[src/rtl/bcd_pkg.sv]
package bcd_pkg;

    parameter int CFG_W    = 16;
    parameter int SEL_BIT  = 15;
    parameter int SLOW_LSB = 12;
    parameter int SLOW_W   = 3;
    parameter int MED_LSB  = 8;
    parameter int MED_W    = 2;
    parameter int MAIN_LSB = 0;
    parameter int MAIN_W   = 5;
    parameter int LOG_MAX  = 3;

    typedef enum logic {
        ENC_DIRECT = 1'b0,
        ENC_LOG    = 1'b1
    } ratio_enc_e;

    typedef struct packed {
        logic              sel;
        logic [SLOW_W-1:0] slow;
        logic [MED_W-1:0]  med;
        logic [MAIN_W-1:0] main;
    } clk_cfg_t;

    function automatic clk_cfg_t unpack_cfg(input logic [CFG_W-1:0] w);
        clk_cfg_t c;
        c.sel  = w[SEL_BIT];
        c.slow = w[SLOW_LSB +: SLOW_W];
        c.med  = w[MED_LSB +: MED_W];
        c.main = w[MAIN_LSB +: MAIN_W];
        return c;
    endfunction

endpackage

[src/rtl/bcd_main_div.sv]
module bcd_main_div #(
    parameter int W = 5
) (
    input  logic         clk,
    input  logic         rst_n,
    input  logic         tick,
    input  logic [W-1:0] code,
    output logic         term
);

    logic [W-1:0] cnt_d, cnt_q;

    assign term = tick && (cnt_q == code);

    always_comb begin
        cnt_d = cnt_q;
        if (tick) begin
            cnt_d = term ? '0 : cnt_q + 1'b1;
        end
    end

    always_ff @(posedge clk or negedge rst_n) begin
        if (!rst_n) cnt_q <= '0;
        else        cnt_q <= cnt_d;
    end

endmodule

[src/rtl/bcd_ratio_stage.sv]
module bcd_ratio_stage
    import bcd_pkg::*;
#(
    parameter int         CODE_W  = 2,
    parameter ratio_enc_e ENC     = ENC_DIRECT,
    parameter int         LOG_LIM = 3
) (
    input  logic              clk,
    input  logic              rst_n,
    input  logic              adv,
    input  logic [CODE_W-1:0] code,
    output logic              term,
    output logic              illegal
);

    localparam int MAX_RATIO = (ENC == ENC_DIRECT) ? (1 << CODE_W) : (1 << LOG_LIM);
    localparam int CNT_RAW   = $clog2(MAX_RATIO);
    localparam int CNT_W     = (CNT_RAW < 1) ? 1 : CNT_RAW;

    logic [CNT_W-1:0] lim;
    logic [CNT_W-1:0] cnt_d, cnt_q;

    generate
        if (ENC == ENC_DIRECT) begin : g_direct
            logic [CODE_W:0] code_ext;
            logic [CODE_W:0] code_inc;
            always_comb begin
                code_ext = {1'b0, code};
                code_inc = code_ext + 1'b1;
                illegal  = (code_inc & code_ext) != '0;
                lim      = illegal ? '0 : CNT_W'(code);
            end
        end else begin : g_log
            always_comb begin
                illegal = (32'(code) > LOG_LIM);
                lim     = illegal ? '0 : CNT_W'((32'd1 << code) - 32'd1);
            end
        end
    endgenerate

    assign term = adv && (cnt_q == lim);

    always_comb begin
        cnt_d = cnt_q;
        if (adv) begin
            cnt_d = term ? '0 : cnt_q + 1'b1;
        end
    end

    always_ff @(posedge clk or negedge rst_n) begin
        if (!rst_n) cnt_q <= '0;
        else        cnt_q <= cnt_d;
    end

endmodule

[src/rtl/bcd_bus_clk_gen.sv]
module bcd_bus_clk_gen
    import bcd_pkg::*;
#(
    parameter int WORD_W = CFG_W
) (
    input  logic              clk,
    input  logic              rst_n,
    input  logic              src0_tick,
    input  logic              src1_tick,
    input  logic              cfg_we,
    input  logic [WORD_W-1:0] cfg_word,
    output logic              main_en,
    output logic              med_en,
    output logic              slow_en,
    output logic              code_err
);

    typedef struct packed {
        clk_cfg_t          act;
        logic [CFG_W-1:0]  pend;
        logic              main_en;
        logic              med_en;
        logic              slow_en;
    } gen_state_t;

    gen_state_t st_d, st_q;

    logic sel_tick;
    logic main_term, med_term, slow_term;
    logic med_ill, slow_ill;
    logic wrap;

    assign sel_tick = st_q.act.sel ? src1_tick : src0_tick;

    bcd_main_div #(
        .W(MAIN_W)
    ) main_div_i (
        .clk   (clk),
        .rst_n (rst_n),
        .tick  (sel_tick),
        .code  (st_q.act.main),
        .term  (main_term)
    );

    bcd_ratio_stage #(
        .CODE_W  (MED_W),
        .ENC     (ENC_DIRECT),
        .LOG_LIM (LOG_MAX)
    ) med_stage_i (
        .clk     (clk),
        .rst_n   (rst_n),
        .adv     (main_term),
        .code    (st_q.act.med),
        .term    (med_term),
        .illegal (med_ill)
    );

    bcd_ratio_stage #(
        .CODE_W  (SLOW_W),
        .ENC     (ENC_LOG),
        .LOG_LIM (LOG_MAX)
    ) slow_stage_i (
        .clk     (clk),
        .rst_n   (rst_n),
        .adv     (main_term),
        .code    (st_q.act.slow),
        .term    (slow_term),
        .illegal (slow_ill)
    );

    assign wrap = main_term && med_term && slow_term;

    always_comb begin
        st_d         = st_q;
        st_d.main_en = main_term;
        st_d.med_en  = med_term;
        st_d.slow_en = slow_term;
        if (wrap) begin
            st_d.act = unpack_cfg(st_q.pend);
        end
        if (cfg_we) begin
            st_d.pend = CFG_W'(cfg_word);
        end
    end

    always_ff @(posedge clk or negedge rst_n) begin
        if (!rst_n) st_q <= '0;
        else        st_q <= st_d;
    end

    assign main_en  = st_q.main_en;
    assign med_en   = st_q.med_en;
    assign slow_en  = st_q.slow_en;
    assign code_err = med_ill || slow_ill;

endmodule

[config.mk]
export PLATFORM = sky130hd
export DESIGN_NAME = bcd_bus_clk_gen
export DESIGN_NICKNAME = d
export VERILOG_FILES = /design/src/rtl/bcd_pkg.sv /design/src/rtl/bcd_main_div.sv /design/src/rtl/bcd_ratio_stage.sv /design/src/rtl/bcd_bus_clk_gen.sv
export SDC_FILE = /design/constraint.sdc
export NUM_CORES = 1
export LEC_CHECK = 0
export BUFFER_PORTS_ARGS = -buffer_cell sky130_fd_sc_hd__buf_2
export CORE_ASPECT_RATIO = 0.7
export CORE_MARGIN = 4
export CORE_UTILIZATION = 50
export CTS_BUF_LIST = sky130_fd_sc_hd__clkbuf_4 sky130_fd_sc_hd__clkbuf_8 sky130_fd_sc_hd__clkbuf_16
export DETAILED_ROUTE_END_ITERATION = 8
export GPL_ROUTABILITY_DRIVEN = 1
export GPL_TIMING_DRIVEN = 0
export PLACE_DENSITY = 0.84
export SYNTH_ARGS = -nofsm -noshare
export SYNTH_HDL_FRONTEND = slang
export SYNTH_SLANG_ARGS = --single-unit
[constraint.sdc]
create_clock -name clk -period 7.8 [get_ports clk]
set_clock_uncertainty 0.15 [all_clocks]
set_input_delay 2.34 -clock clk [delete_from_list [all_inputs] [get_ports clk]]
set_output_delay 2.34 -clock clk [all_outputs]
set_load 0.005 [all_outputs]
# ---- Yosys cells after proc, flatten, opt, wreduce, memory -nomap -nowiden
# Cells that the tools add are included.
dict set report totals {
  wordCells 35
  reg_bits 40
  out_inout_bits 4
  in_bits 21
}
dict set report classes {
  n_shift 1
  n_eq_ne 3
  n_bitwise 1
  add_sub_neg 5
  n_lt_le_gt_ge 1
  reduce_logical 7
  n_mux 6
}
# op count
set op_table {}
lappend op_table {{2-to-1 mux 3 bit} 2}
lappend op_table {{adder 5 x 1 -> 5 bit (second input constant)} 1}
lappend op_table {{== test 5 bit} 1}
lappend op_table {{logical AND 1 bit} 5}
lappend op_table {{2-to-1 mux 5 bit} 1}
lappend op_table {{2-to-1 mux 2 bit} 2}
lappend op_table {{adder 2 x 1 -> 3 bit (second input constant)} 1}
lappend op_table {{adder 3 x 1 -> 3 bit (second input constant)} 1}
lappend op_table {{bitwise AND 3 x 2 -> 3 bit} 1}
lappend op_table {{== test 3 bit} 1}
lappend op_table {{> comparator 3 x 2 -> 1 bit (second input constant)} 1}
lappend op_table {{nonzero test 3 bit} 1}
lappend op_table {{<< shifter 1 x 3 -> 3 bit (first input constant)} 1}
lappend op_table {{subtractor 3 x 1 -> 3 bit (second input constant)} 1}
lappend op_table {{adder 2 x 1 -> 2 bit (second input constant)} 1}
lappend op_table {{== test 2 bit} 1}
lappend op_table {{logical OR 1 bit} 1}
lappend op_table {{2-to-1 mux 1 bit} 1}

# ---- Logic depth before layout (Yosys ltp)
dict set report depth {
  word_depth 8
  depth_mapped 9
  depth_no_buf 8
}

# ---- By module
# Synthesis repeated with hierarchy kept, for this count alone.
dict set report unflattened {
  hier_cells 134
  hier_area_um2 1757.9
}
# mod cells_each seq_area_each_um2 area_per_inst_um2 instances
set modules_own_cells {}
lappend modules_own_cells {bcd_bus_clk_gen 52 625.6 957.2 1}
lappend modules_own_cells {{bcd_ratio_stage (slow_stage_i)} 39 75.1 364.1 1}
lappend modules_own_cells {bcd_main_div 29 125.1 307.8 1}
lappend modules_own_cells {{bcd_ratio_stage (med_stage_i)} 14 50.0 128.9 1}

# ---- Least setup slack after synthesis
# Ideal clock, no wire load.
dict set report synth_path {
  path_kind {input port to flip-flop}
  start {input port src1_tick}
  end {register st_q[19] (netlist bit)}
  setup_slack_ns 3.995
  arrival_ns 3.530
  stages 6
  t_required_ns 7.525
  path_cell_list {mux2i_1 -> nor2_1 -> nand2_2 -> nor4_4 -> buf_6 -> mux2_4}
}
dict set report synth_via {
  elab_chain_len 5
  word_cells_on_any_way 6
  cone_classes {1 x mux; 5 x reduce/logical}
}
# element line_no
set synth_rtl {}
lappend synth_rtl {{start, declared} bcd_bus_clk_gen.sv:9} ;# input logic src1_tick,
lappend synth_rtl {{2-to-1 mux 1 bit (*)} bcd_bus_clk_gen.sv:33} ;# assign sel_tick = st_q.act.sel ? src1_tick : src0_tick;
lappend synth_rtl {{logical AND 1 bit (*)} bcd_main_div.sv:13} ;# assign term = tick && (cnt_q == code);
lappend synth_rtl {{logical AND 1 bit} bcd_ratio_stage.sv:41} ;# assign term = adv && (cnt_q == lim);
lappend synth_rtl {{logical AND 1 bit} bcd_bus_clk_gen.sv:71} ;# assign wrap = main_term && med_term && slow_term;
lappend synth_rtl {{logical AND 1 bit (*)} bcd_bus_clk_gen.sv:71}
lappend synth_rtl {{end signal, assigned} bcd_bus_clk_gen.sv:88} ;# else st_q <= st_d;
lappend synth_rtl {{end, declared} bcd_bus_clk_gen.sv:26} ;# gen_state_t st_d, st_q;
# Every way passes the cells marked *; elsewhere a longest branch is shown, timed or not.
# A chain may end at the register's enable or synchronous reset.

# ---- Worst setup path in the final report
dict set report layout_path {
  start {input port src1_tick}
  end {register st_q[29] (netlist bit)}
}
# The elaborated chain is that of the path after synthesis.

==> flow_summary.toml <==
[layout]
n_antenna_cell = 0
drive_above_1_share_pct = 35.8
fin_cells = 189
post-route-util_pct = 58.9
fillerInstances = 245
layout.nets = 176
syn2layout_area_growth_pct = 13.4
stdcell_area_um2 = 1860

[clocking]
cts_buffers = 5
cts_tree = "yes"
cts-htree-levels = 2
cts.path.max_buffers = 2
cts_num_sinks = 35
cts_setup_buffers = 0
clock_latency_ns = 0.28
cts-resized-gates = 0
clk_pin_slew_ns = 0.06
clockRootBuffer = "clkbuf_8"
cts_hold_buf = 0

[synth]
ys_seq_area_share_pct = 53.5
synthTopCellsByArea = "dfrtp_1 (54%), mux2_4 (9.2%), mux2_2 (8.9%)"
synthArstFlopShare_pct = 100
yosysTopAreaCell = "dfrtp_1"
synth_top_area_share_pct = 53.5
synth.distinct_cells = 33
synthFlopType = "dfrtp_1"
synth_fp_nets = 150
postSynthCellCount = 126
avgSynthCellArea_um2 = 13.0
synth-edff-count = 0
netlist_area_um2 = 1640
ys_ff_latch = 35
synth_warnings = 0

[power]
power.switching_uw = 227
peakVddDrop_uv = 125
power_uw = 640
internal_power_uw = 413
combPwrFrac_pct = 36.1
seq_power_share_pct = 45.2
p_per_area_nw_per_um2 = 345
pwr-share-clk_pct = 18.7
swShare_pct = 35.4
p_leak_nw = 0.874

[worst_setup_path]
rr_endpoint = "st_q[29]"
crit_arrival_ns = 3.79
critPathRequiredTime_ns = 7.82
critical_path.max_fanout = 10
start_kind = "input port"
r2r_slack_ns = 4.72
r2r-start = "st_q[27]"
worstSetupPathType = "in2reg"
reg2regPathDepth = 8
end_kind = "register"

[timing]
tns_ns = 0
min_period_over_period_pct = 48.4
fin_hold_ws_ns = 0.356
period_needed_ns = 3.77
fmax_mhz = 265
worst_slack_ns = 4.03
setup_violations = 0
final_max_slew_viol_count = 0
tightest_slew_ns = 0.762
hold_violations = 0
grt_setup_unrepaired = "false"
relSlewSlack_pct = 49.2

[global_route]
antenna_found_initial = 0
grt_max_degree = 36
grt_pass1_wl_um = 5140
grt_pass1_vias = 1079
grt_overflow = 0
track_usage_pct = 15.8

[job]
drv_cap = 0

[detailed_routing]
m1WireLength_um = 1270
highest_layer = "met4"
dr_total_vias = 1014
postRouteAntennaNets = 0
drt-wirelength-per-cell_um = 15.3
drc_errors = 0
via_per_inst = 5.37
totalWireLength_um = 2890
drtIter0Drc = 70
first_pass_iters = 4
wl_met3_um = 139
route.met2.wl_um = 1420

[floorplan]
die_height_um = 55.9
rows = 17
dieArea_um2 = 4270
io_pins = 25
start_util_pct = 52.0
dieWidth_um = 76.4
core_area_um2 = 3150

[place]
dpl.hpwl_um = 2130
placed_area_um2 = 1780
dp_slack_ns = 3.75
dp_cells = 183
io_buffers = 19
gp_congestion = 0.762

[hold_path]
holdPathEnd = "st_q[20]"
hold_path_class = "reg2reg"
min_from = "st_q[4]"
whs_path_depth = 1

[status]
outcome = "finished, final reports clean"
## worst max-delay path, cell delays in order
cell and delay (ns):
buf_2 0.08, mux2i_1 0.10, nor2_1 0.17, nand2_2 0.16
nor4_4 0.39, buf_6 0.23, mux2_4 0.31
## final cells by class
cell class	instances	area [um2]	area share, %
well taps	38	47.5	2.56
inverters	3	11.3	0.607
plain buffers	2	15.0	0.809
flip-flops and latches	35	876	47.2
clock buffers	6	76.3	4.11
repair buffers	19	95.1	5.12
multi-input cells	86	734	39.6
## power by group through the flow
stage	Clock, mW	Sequential [mW]	Combinational, mW
finish	0.120	0.289	0.231
CTS	0.124	0.289	0.233
global placement	0	0.286	0.213
floorplan	0	0.277	0.184
global route	0.134	0.298	0.259
detailed placement	0	0.292	0.232
## kinds of logic (layout without fill, tap and decap cells)
| logic type | after synthesis | count (layout) | synth area share [%] |
|---|---|---|---|
| flip-flops | 35 | 35 | 53.5 |
| AND/OR/NAND/NOR | 34 | 34 | 11.2 |
| multiplexers | 26 | 26 | 20.0 |
| XOR/XNOR | 12 | 12 | 6.42 |
| AO/OA/AOI/OAI | 11 | 11 | 4.89 |
| buffers and inverters | 5 | 30 | 1.61 |
| adder cells (fa/ha/maj) | 3 | 3 | 2.29 |
## registers in the layout (all words and copies together), names as in the netlist
| register | flops |
|---|---|
| main_div_i.cnt_q | 5 |
| main_en | 1 |
| med_en | 1 |
| med_stage_i.cnt_q | 2 |
| slow_en | 1 |
| slow_stage_i.cnt_q | 3 |
| st_q | 22 |
## routing by layer
layer / track usage (%) / up-vias
met4: 10.6 / 0
met1: 18.9 / 499
met3: 4.69 / 6
met2: 24.7 / 23
li1: - / 486
met5: 0 / -
## cell usage after synthesis, types with 2 or more instances
cell / instances
xnor2_1: 2
mux2_4: 10
nor2b_1: 2
nor3_1: 2
nor2_1: 7
mux2_2: 13
nand4_1: 2
ha_1: 3
nand2_1: 11
o21ai_0: 6
inv_1: 2
mux2i_1: 2
xor2_1: 10
dfrtp_1: 35
## cells in the final DEF, fill, tap and decap left out, drive strengths merged, types with 3 or more instances in the layout
| master | synthesis | layout |
|---|---|---|
| nand2 | 12 | 12 |
| mux2 | 24 | 24 |
| ha | 3 | 3 |
| xor2 | 10 | 10 |
| inv | 3 | 3 |
| nor2 | 7 | 7 |
| dfrtp | 35 | 35 |
| o21ai | 6 | 6 |
| clkbuf | 1 | 7 |
| buf | 1 | 20 |
## worst max path at each step
stage	end	slack (ns)	start
3_5_place_dp	st_q[29]	3.75	src1_tick
6_report	st_q[29]	4.03	src1_tick
3_3_place_gp	st_q[19]	3.75	src1_tick
5_1_grt	st_q[24]	3.95	src1_tick
2_1_floorplan	st_q[19]	4.00	src1_tick
4_1_cts	st_q[25]	4.04	src1_tick
(Power assumes the default switching activity.)
